`src/rtl/status_pkg.sv`:
```
package status_pkg;

    localparam int STAT_W  = 8;
    localparam int OP_W    = 4;
    localparam int MASK_W  = 3;

    localparam int POS_C   = 0;
    localparam int POS_DC  = 1;
    localparam int POS_Z   = 2;
    localparam int POS_PD  = 3;
    localparam int POS_TO  = 4;

    typedef enum logic [OP_W-1:0] {
        OP_ADD  = 4'd0,
        OP_SUB  = 4'd1,
        OP_AND  = 4'd2,
        OP_IOR  = 4'd3,
        OP_XOR  = 4'd4,
        OP_RLF  = 4'd5,
        OP_RRF  = 4'd6,
        OP_PASS = 4'd7,
        OP_CLR  = 4'd8
    } alu_op_e;

    typedef struct packed {
        logic z;
        logic dc;
        logic c;
    } flags_t;

    typedef struct packed {
        logic to;
        logic pd;
        logic z;
        logic dc;
        logic c;
    } stat_t;

endpackage

```
`src/rtl/status_flag_calc.sv`:
```
module status_flag_calc
    import status_pkg::*;
#(
    parameter int DW = 8
) (
    input  logic [DW-1:0]   a_i,
    input  logic [DW-1:0]   b_i,
    input  logic [OP_W-1:0] op_i,
    input  logic            cin_i,
    output flags_t          flags_o
);
    localparam int HALF = DW / 2;

    logic            is_sub;
    logic [DW-1:0]   b_eff;
    logic [DW:0]     full_sum;
    logic [HALF:0]   low_sum;
    logic [DW-1:0]   res;
    logic            c_calc;
    logic            dc_calc;

    // Subtraction adds the inverted operand plus one: carries are inverted borrows.
    always_comb begin
        is_sub   = (alu_op_e'(op_i) == OP_SUB);
        b_eff    = is_sub ? ~b_i : b_i;
        full_sum = {1'b0, a_i} + {1'b0, b_eff} + (DW+1)'(is_sub);
        low_sum  = {1'b0, a_i[HALF-1:0]} + {1'b0, b_eff[HALF-1:0]} + (HALF+1)'(is_sub);
    end

    always_comb begin
        res     = a_i;
        c_calc  = 1'b0;
        dc_calc = 1'b0;
        case (alu_op_e'(op_i))
            OP_ADD, OP_SUB: begin
                res     = full_sum[DW-1:0];
                c_calc  = full_sum[DW];
                dc_calc = low_sum[HALF];
            end
            OP_AND:  res = a_i & b_i;
            OP_IOR:  res = a_i | b_i;
            OP_XOR:  res = a_i ^ b_i;
            OP_RLF: begin
                res    = {a_i[DW-2:0], cin_i};
                c_calc = a_i[DW-1];
            end
            OP_RRF: begin
                res    = {cin_i, a_i[DW-1:1]};
                c_calc = a_i[0];
            end
            OP_CLR:  res = '0;
            default: res = a_i;
        endcase
        flags_o.z  = (res == '0);
        flags_o.dc = dc_calc;
        flags_o.c  = c_calc;
    end

endmodule

```
`src/rtl/status_pwr_next.sv`:
```
module status_pwr_next (
    input  logic to_q,
    input  logic pd_q,
    input  logic ev_pwrup_i,
    input  logic ev_wdt_clr_i,
    input  logic ev_sleep_i,
    input  logic ev_wdt_to_i,
    output logic to_d,
    output logic pd_d
);
    always_comb begin
        to_d = to_q;
        pd_d = pd_q;
        if (ev_pwrup_i) begin
            to_d = 1'b1;
            pd_d = 1'b1;
        end else begin
            if (ev_wdt_to_i) begin
                to_d = 1'b0;
            end else if (ev_wdt_clr_i || ev_sleep_i) begin
                to_d = 1'b1;
            end
            if (ev_wdt_clr_i) begin
                pd_d = 1'b1;
            end else if (ev_sleep_i) begin
                pd_d = 1'b0;
            end
        end
    end
endmodule

```
`src/rtl/status_reg_core.sv`:
```
module status_reg_core
    import status_pkg::*;
#(
    parameter int DW = 8
) (
    input  logic              clk_i,
    input  logic              rst_ni,
    input  logic [DW-1:0]     alu_a_i,
    input  logic [DW-1:0]     alu_b_i,
    input  logic [OP_W-1:0]   alu_op_i,
    input  logic [MASK_W-1:0] flag_mask_i,
    input  logic              wr_en_i,
    input  logic [STAT_W-1:0] wr_data_i,
    input  logic              ev_pwrup_i,
    input  logic              ev_wdt_clr_i,
    input  logic              ev_sleep_i,
    input  logic              ev_wdt_to_i,
    output logic [STAT_W-1:0] stat_o
);
    localparam stat_t STAT_POR = '{to: 1'b1, pd: 1'b1, z: 1'b0, dc: 1'b0, c: 1'b0};
    localparam int    PAD_W    = STAT_W - POS_TO - 1;

    stat_t  stat_d, stat_q;
    flags_t calc_flags;
    logic   to_d, pd_d;
    logic   any_event;

    status_flag_calc #(.DW(DW)) u_flags (
        .a_i     (alu_a_i),
        .b_i     (alu_b_i),
        .op_i    (alu_op_i),
        .cin_i   (stat_q.c),
        .flags_o (calc_flags)
    );

    status_pwr_next u_pwr (
        .to_q         (stat_q.to),
        .pd_q         (stat_q.pd),
        .ev_pwrup_i   (ev_pwrup_i),
        .ev_wdt_clr_i (ev_wdt_clr_i),
        .ev_sleep_i   (ev_sleep_i),
        .ev_wdt_to_i  (ev_wdt_to_i),
        .to_d         (to_d),
        .pd_d         (pd_d)
    );

    always_comb begin
        stat_d = stat_q;
        // A plain write reaches the flags only when no flag update is in flight.
        if (wr_en_i && (flag_mask_i == '0)) begin
            stat_d.z  = wr_data_i[POS_Z];
            stat_d.dc = wr_data_i[POS_DC];
            stat_d.c  = wr_data_i[POS_C];
        end
        if (flag_mask_i[POS_Z])  stat_d.z  = calc_flags.z;
        if (flag_mask_i[POS_DC]) stat_d.dc = calc_flags.dc;
        if (flag_mask_i[POS_C])  stat_d.c  = calc_flags.c;
        stat_d.to = to_d;
        stat_d.pd = pd_d;
    end

    always_ff @(posedge clk_i or negedge rst_ni) begin
        if (!rst_ni) begin
            stat_q <= STAT_POR;
        end else begin
            stat_q <= stat_d;
        end
    end

    assign stat_o    = {{PAD_W{1'b0}}, stat_q.to, stat_q.pd, stat_q.z, stat_q.dc, stat_q.c};
    assign any_event = ev_pwrup_i | ev_wdt_clr_i | ev_sleep_i | ev_wdt_to_i;

    p_plain_write_r2: assert property (@(posedge clk_i) disable iff (!rst_ni)
        (wr_en_i && flag_mask_i == '0) |=> stat_o[2:0] == $past(wr_data_i[2:0]));

    p_power_ro_r3: assert property (@(posedge clk_i) disable iff (!rst_ni)
        (wr_en_i && !any_event) |=> $stable(stat_o[POS_TO:POS_PD]));

    p_carry_calc_r4: assert property (@(posedge clk_i) disable iff (!rst_ni)
        flag_mask_i[POS_C] |=> stat_o[POS_C] == $past(calc_flags.c));

    p_zero_calc_r6: assert property (@(posedge clk_i) disable iff (!rst_ni)
        flag_mask_i[POS_Z] |=> stat_o[POS_Z] == $past(calc_flags.z));

    p_dc_hold_r4: assert property (@(posedge clk_i) disable iff (!rst_ni)
        (flag_mask_i != '0 && !flag_mask_i[POS_DC]) |=> $stable(stat_o[POS_DC]));

    p_idle_hold_r5: assert property (@(posedge clk_i) disable iff (!rst_ni)
        (!wr_en_i && flag_mask_i == '0) |=> $stable(stat_o[2:0]));

    p_pwrup_r11: assert property (@(posedge clk_i) disable iff (!rst_ni)
        ev_pwrup_i |=> stat_o[POS_TO:POS_PD] == 2'b11);

    p_expiry_r11: assert property (@(posedge clk_i) disable iff (!rst_ni)
        (ev_wdt_to_i && !ev_pwrup_i) |=> !stat_o[POS_TO]);

    p_sleep_pd_r12: assert property (@(posedge clk_i) disable iff (!rst_ni)
        (ev_sleep_i && !ev_wdt_clr_i && !ev_pwrup_i) |=> !stat_o[POS_PD]);

endmodule

```
`config.mk`:
```
export PLATFORM = sky130hd
export DESIGN_NAME = status_reg_core
export DESIGN_NICKNAME = d
export VERILOG_FILES = /design/src/rtl/status_pkg.sv /design/src/rtl/status_flag_calc.sv /design/src/rtl/status_pwr_next.sv /design/src/rtl/status_reg_core.sv
export SDC_FILE = /design/constraint.sdc
export NUM_CORES = 1
export LEC_CHECK = 0
export ABC_AREA = 1
export CAP_MARGIN = 40
export CORE_MARGIN = 4
export CORE_UTILIZATION = 42
export CTS_CLUSTER_SIZE = 10
export DETAILED_ROUTE_END_ITERATION = 10
export PLACE_DENSITY = 0.89
export SLEW_MARGIN = 20
export SYNTH_ARGS = -nofsm -noshare
export SYNTH_HDL_FRONTEND = slang
export SYNTH_SLANG_ARGS = --single-unit
```
`constraint.sdc`:
```
create_clock -name clk_i -period 1.4 [get_ports clk_i]
set_clock_uncertainty 0.2 [all_clocks]
set_input_delay 0.14 -clock clk_i [delete_from_list [all_inputs] [get_ports clk_i]]
set_output_delay 0.14 -clock clk_i [all_outputs]
set_load 0.005 [all_outputs]
```
### After elaboration in Yosys (flattened, before gate mapping)

Cells that the tools add are included.
W data, S select, Z words.

| word-level totals | value |
|---|---|
| register bits after elaboration | 5 |
| input port bits | 38 |
| output and inout port bits | 8 |

| cells by class | value |
|---|---|
| $add $sub $neg | 4 |
| equality and inequality tests | 7 |
| multiplexer cells | 14 |
| bitwise logic cells | 4 |
| reduce and logical (&&, ||, !) cells | 11 |

Operators with widths:

| operator | number |
|---|---|
| $pmux W8 S7 | 1 |
| $eq A4 B3 Y1 const B | 3 |
| $mux W1 | 10 |
| $add A8 B8 Y9 | 1 |
| $add A9 B1 Y9 | 1 |
| $and A8 B8 Y8 | 1 |
| $eq A4 B2 Y1 const B | 2 |
| $logic_not A8 Y1 | 1 |
| $mux W8 | 1 |
| $not A8 Y8 | 1 |
| $or A8 B8 Y8 | 1 |
| $xor A8 B8 Y8 | 1 |
| $reduce_bool A2 Y1 | 3 |
| $reduce_bool A3 Y1 | 2 |
| $add A4 B4 Y5 | 1 |
| $add A5 B1 Y5 | 1 |
| $eq A4 B1 Y1 const B | 1 |
| $eq A4 B4 Y1 const B | 1 |
| $logic_not A4 Y1 | 1 |
| $logic_not A3 Y1 | 1 |
| $mux W3 | 1 |
| $pmux W1 S3 | 1 |
| $reduce_or A2 Y1 | 1 |
| $logic_and A1 B1 Y1 | 1 |
| $logic_or A1 B1 Y1 | 1 |

### Longest topological paths before layout

| depth | value |
|---|---|
| word-level depth | 7 |
| depth in mapped cells | 19 |

### Cells and area by module

A second synthesis with hierarchy kept.

| unflattened totals | value |
|---|---|
| cell total of the unflattened synthesis | 233 |
| area total of the unflattened synthesis | 1397.6 µm² |

Modules (own cells, without submodules):

| module | times used | cells an instance | area an instance (µm²) | sequential area each (µm²) |
|---|---|---|---|---|
| status_flag_calc | 1 | 192 | 1107.3 | 0.0 |
| status_reg_core | 1 | 31 | 251.5 | 127.6 |
| status_pwr_next | 1 | 10 | 38.8 | 0.0 |

### Least setup slack after synthesis

Ideal clock, no wire load.

| path | value |
|---|---|
| path kind | input to register |
| from | input port alu_op_i[2] |
| to | register stat_q (netlist bit stat_o[2]) |
| arrival time | 1.864 ns |
| data required time | 1.135 ns |
| setup slack | -0.729 ns |
| cell stages on the path | 14 |
| cells stage by stage | nor2_2 nand2_1 xor2_1 fa_1 inv_1 nand3_1 nand3_1 xor2_1 nand2_1 nor2_1 nand3_1 nand2_1 nand2_1 nand2_1 |

| on the way | value |
|---|---|
| cells in the longest elaborated chain, start to end | 7 |

RTL lines:

| item | line | text |
|---|---|---|
| start: declaration | status_reg_core.sv:10 | `input logic [OP_W-1:0] alu_op_i,` |
| $eq A4 B1 Y1 | status_flag_calc.sv:24, status_flag_calc.sv:34 |  |
| $mux W8 | status_flag_calc.sv:25 | `b_eff = is_sub ? ~b_i : b_i;` |
| $add A8 B8 Y9 | status_flag_calc.sv:26 | `full_sum = {1'b0, a_i} + {1'b0, b_eff} + (DW+1)'(is_sub);` |
| $add A9 B1 Y9 | status_flag_calc.sv:26 |  |
| $pmux W8 S7 * | status_flag_calc.sv:34 | `case (alu_op_e'(op_i))` |
| $logic_not A8 Y1 * | status_flag_calc.sv:54 | `flags_o.z = (res == '0);` |
| $mux W1 * | status_reg_core.sv:55 | `if (flag_mask_i[POS_Z]) stat_d.z = calc_flags.z;` |
| end signal: assignment | status_reg_core.sv:66 | `stat_q <= stat_d;` |
| end: declaration | status_reg_core.sv:23 | `stat_t stat_d, stat_q;` |

Every way passes the cells marked *; elsewhere a longest branch is shown, timed or not.
A chain may end at the register's enable or synchronous reset.

### Worst setup path in the final report

Same ends and word-level chain as after synthesis.

==> results.md <==
* Status: finished with violations
* Failing checks: setup timing
* Io pins at 46
* Critical Path RT at 1.39 ns
* Period utilization at 143%
* Cell taking the most area after synthesis: ha_1
* Maxcap violations at 0
* Initial antenna violation count at 0
* Worst path buffer plus inverter count at 3
* Setup crit end kind: flip-flop
* DRT Wirelength at 4.96 mm
* Post-synth EDFFs at 0
* # setup viols final at 3
* CP max FO at 7
* Vias in the first global route at 1806
* Final GP Congestion at 0.881
* Number of buffers created by CTS at 3
* Die Y at 65.8 um
* Vias after detailed routing at 1809
* Worst Setup Path Type: primary input to flip-flop
* Critical path arrival at 1.99 ns
* Largest net degree at the start of global routing at 8
* Number of vias per cell at 4.94
* Period minus WS final at 2.00 ns
* Seq/Total Area, Yosys at 9.09%
* HP Class: primary input to flip-flop
* Commonest cells post-synth: 62 x nand2_1, 40 x inv_1, 24 x ha_1, 23 x nor2_1, 14 x nand3_1
* Synth async-reset ratio at 100%
* Most frequent cell after synthesis: nand2_1
* Critical path's most frequent cell: nand2_1
* Share of cells above drive strength 1 at 32.3%
* #FFs+latches synth at 5
* CTS tree: yes
* Die extent in x at 65.8 um
* Skew-Pair Late Insertion Delay at 0.25 ns
* Synth Cell Area at 1400 um2
* Hold Fails Final Rpt at 0
* Hold slack at 0.229 ns
* Post-synth top flop: dfrtp_1
* Post-Layout Cell Count at 366
* Rows at 20
* # clock sinks at 5
* H-tree depth at 1
* Worst path slowest cell: fa_2
* Routed len/inst at 13.5 um
* DRC Markers at 0
* Max reg flops at 5
* Setup ws final at -0.603 ns
* Total GRT Usage at 21.9%
* ANT nets after route at 0
* Slew Viols, Final at 0
* Syn_area_per_cell at 5.97 um2
* First-pass GRT wire length at 7.39 mm
* Yosys warnings at 0
* Library cells used by synthesis at 27
* Initial Util at 44.9%
* Crit path max-delay family: simple AND/OR/NAND/NOR gates
* Post-DP HPWL at 3.53 mm
* Worst VDD drop at 0.216 mV
* Top post-synthesis cells by area: ha_1 21%, nand2_1 17%, inv_1 11%
* Fmax at 499 MHz
* Die ar. at 4330 um2
* Final #Nets at 386
* First DRT Iteration DRCs at 185
* CP peak stage delay at 0.36 ns
* GR Overflow Total at 0
* Layout area overhead at 68.3%
* Crit-path cells: buf_6 -> nor2_4 -> nand2_4 -> xor2_2 -> fa_2 -> inv_2 -> nand2_1 -> nand2_1 -> o21ai_1 -> nor2_1 -> nand2_1 -> nor2_2 -> nand2_1 -> inv_1 -> nand3_1 -> nand2_1 -> nand2_1 -> nand2_1
* Clock Path Buffers at 2
* Clk root buf: clkbuf_4
* R2R cell count at 12
* Post-Place Worst Slack at -1.17 ns
* Drt pass-1 iters at 4
* Mapped Cells at 235
* DP Cell Count at 354
* Reg clk slew, reported paths at 0.04 ns
* Setup crit start kind: primary input
* CP Depth at 18
* Yosys top cell area share at 21.4%
* Core Footprint at 3130 um2
* IO buf count at 37
* RSZ-0062 raised after global routing: yes
* Leakage at 1.34 nW
* Cell Pwr Density at 468 nW/um2
* Hold depth at 2
* Inserted Diodes at 0
## routing by layer
| layer | GRT usage (%) | up-vias | wire (um) |
|---|---|---|---|
| met5 | 0 | - | 0 |
| met4 | 9.33 | 0 | 146 |
| met1 | 23.8 | 824 | 1950 |
| met2 | 40.7 | 77 | 2590 |
| met3 | 4.08 | 12 | 265 |
| li1 | - | 896 | - |
## layout by cell type, fill, tap and decap left out, types with 2 or more instances in the layout
| master | n |
|---|---|
| a21oi_1 | 3 |
| a21oi_2 | 2 |
| buf_4 | 46 |
| buf_6 | 7 |
| clkbuf_4 | 3 |
| clkdlybuf4s50_1 | 16 |
| conb_1 | 3 |
| dfrtp_1 | 3 |
| dfstp_2 | 2 |
| dlygate4sd2_1 | 12 |
| dlymetal6s2s_1 | 4 |
| ha_1 | 21 |
| ha_4 | 3 |
| inv_1 | 34 |
| inv_2 | 10 |
| nand2_1 | 59 |
| nand2_2 | 7 |
| nand2_4 | 2 |
| nand3_1 | 9 |
| nand3_2 | 3 |
| nand3_4 | 2 |
| nand3b_1 | 2 |
| nand4_1 | 6 |
| nor2_1 | 23 |
| nor2_2 | 5 |
| nor2_4 | 2 |
| nor3_1 | 3 |
| o21ai_0 | 8 |
| xor2_1 | 4 |
| xor2_2 | 4 |
## worst paths after layout
path                                    endpoint  slack (ns)             startpoint
setup / recovery           stat_o[2]$_DFFE_PN0P_       -0.60            alu_op_i[2]
hold / removal             stat_o[4]$_DFFE_PN1P_        0.23            ev_wdt_to_i
setup reg to reg           stat_o[2]$_DFFE_PN0P_       -0.29  stat_o[0]$_DFFE_PN0P_
hold reg to reg            stat_o[3]$_DFFE_PN1P_        0.30  stat_o[3]$_DFFE_PN1P_
max in group asynchronous  stat_o[4]$_DFFE_PN1P_        0.30                 rst_ni
min in group asynchronous  stat_o[1]$_DFFE_PN0P_        0.45                 rst_ni
## worst register-to-register path: stages, from the launching register on
cell	delay [ns]
dfrtp_1	0.38
or2_2	0.28
nand2_1	0.07
nand2_1	0.04
nor2_1	0.08
nand2_1	0.10
nor2_2	0.14
nand2_1	0.06
inv_1	0.05
nand3_1	0.07
nand2_1	0.07
nand2_1	0.05
nand2_1	0.05
## final cells by class
class                           count  area, um2
Multi-Input combinational cell    182       1230
Clock buffer                        4       26.3
Fill cell                         230        766
Timing Repair Buffer               87        754
Tap cell                           44       55.1
Sequential cell                     5        128
Inverter                           44        165
## through the flow
step	TNS (ns)	utilization [%]	instance area [um2]	total power [mW]
finish	-1.29	75.5	2360	1.10
global route	-1.66	75.5	2360	1.20
CTS	-1.53	71.6	2240	1.02
detailed placement	-3.14	68.5	2140	0.809
global placement	-2.96	68.5	2140	0.788
floorplan	-0.972	-	1450	0.501
## cell families (layout without fill, tap and decap cells)
family | Yosys count | count (layout) | synth area share, %
simple gates | 125 | 125 | 39.5
fa+ha+maj | 25 | 25 | 22.8
compound gates | 21 | 21 | 8.38
xor+xnor | 8 | 8 | 4.99
other cells | 1 | 3 | 0.267
buf+inv | 50 | 135 | 15.0
flops | 5 | 5 | 9.09
## repair_timing
action	in CTS	in global routing
endpoints found under the setup margin	8	4
hold buffers	1	0
pin swaps	26	16
endpoints found under the hold margin	3	0
buffers inserted	7	1
resized for setup	42	29
## report_power, final
group	internal, mW	switching, mW	total, mW
logic	0.376	0.383	0.759
registers	0.160	0.00731	0.167
clock network	0.108	0.0703	0.179
total	0.644	0.460	1.10
Note: power is estimated with default switching activity, not from simulation.
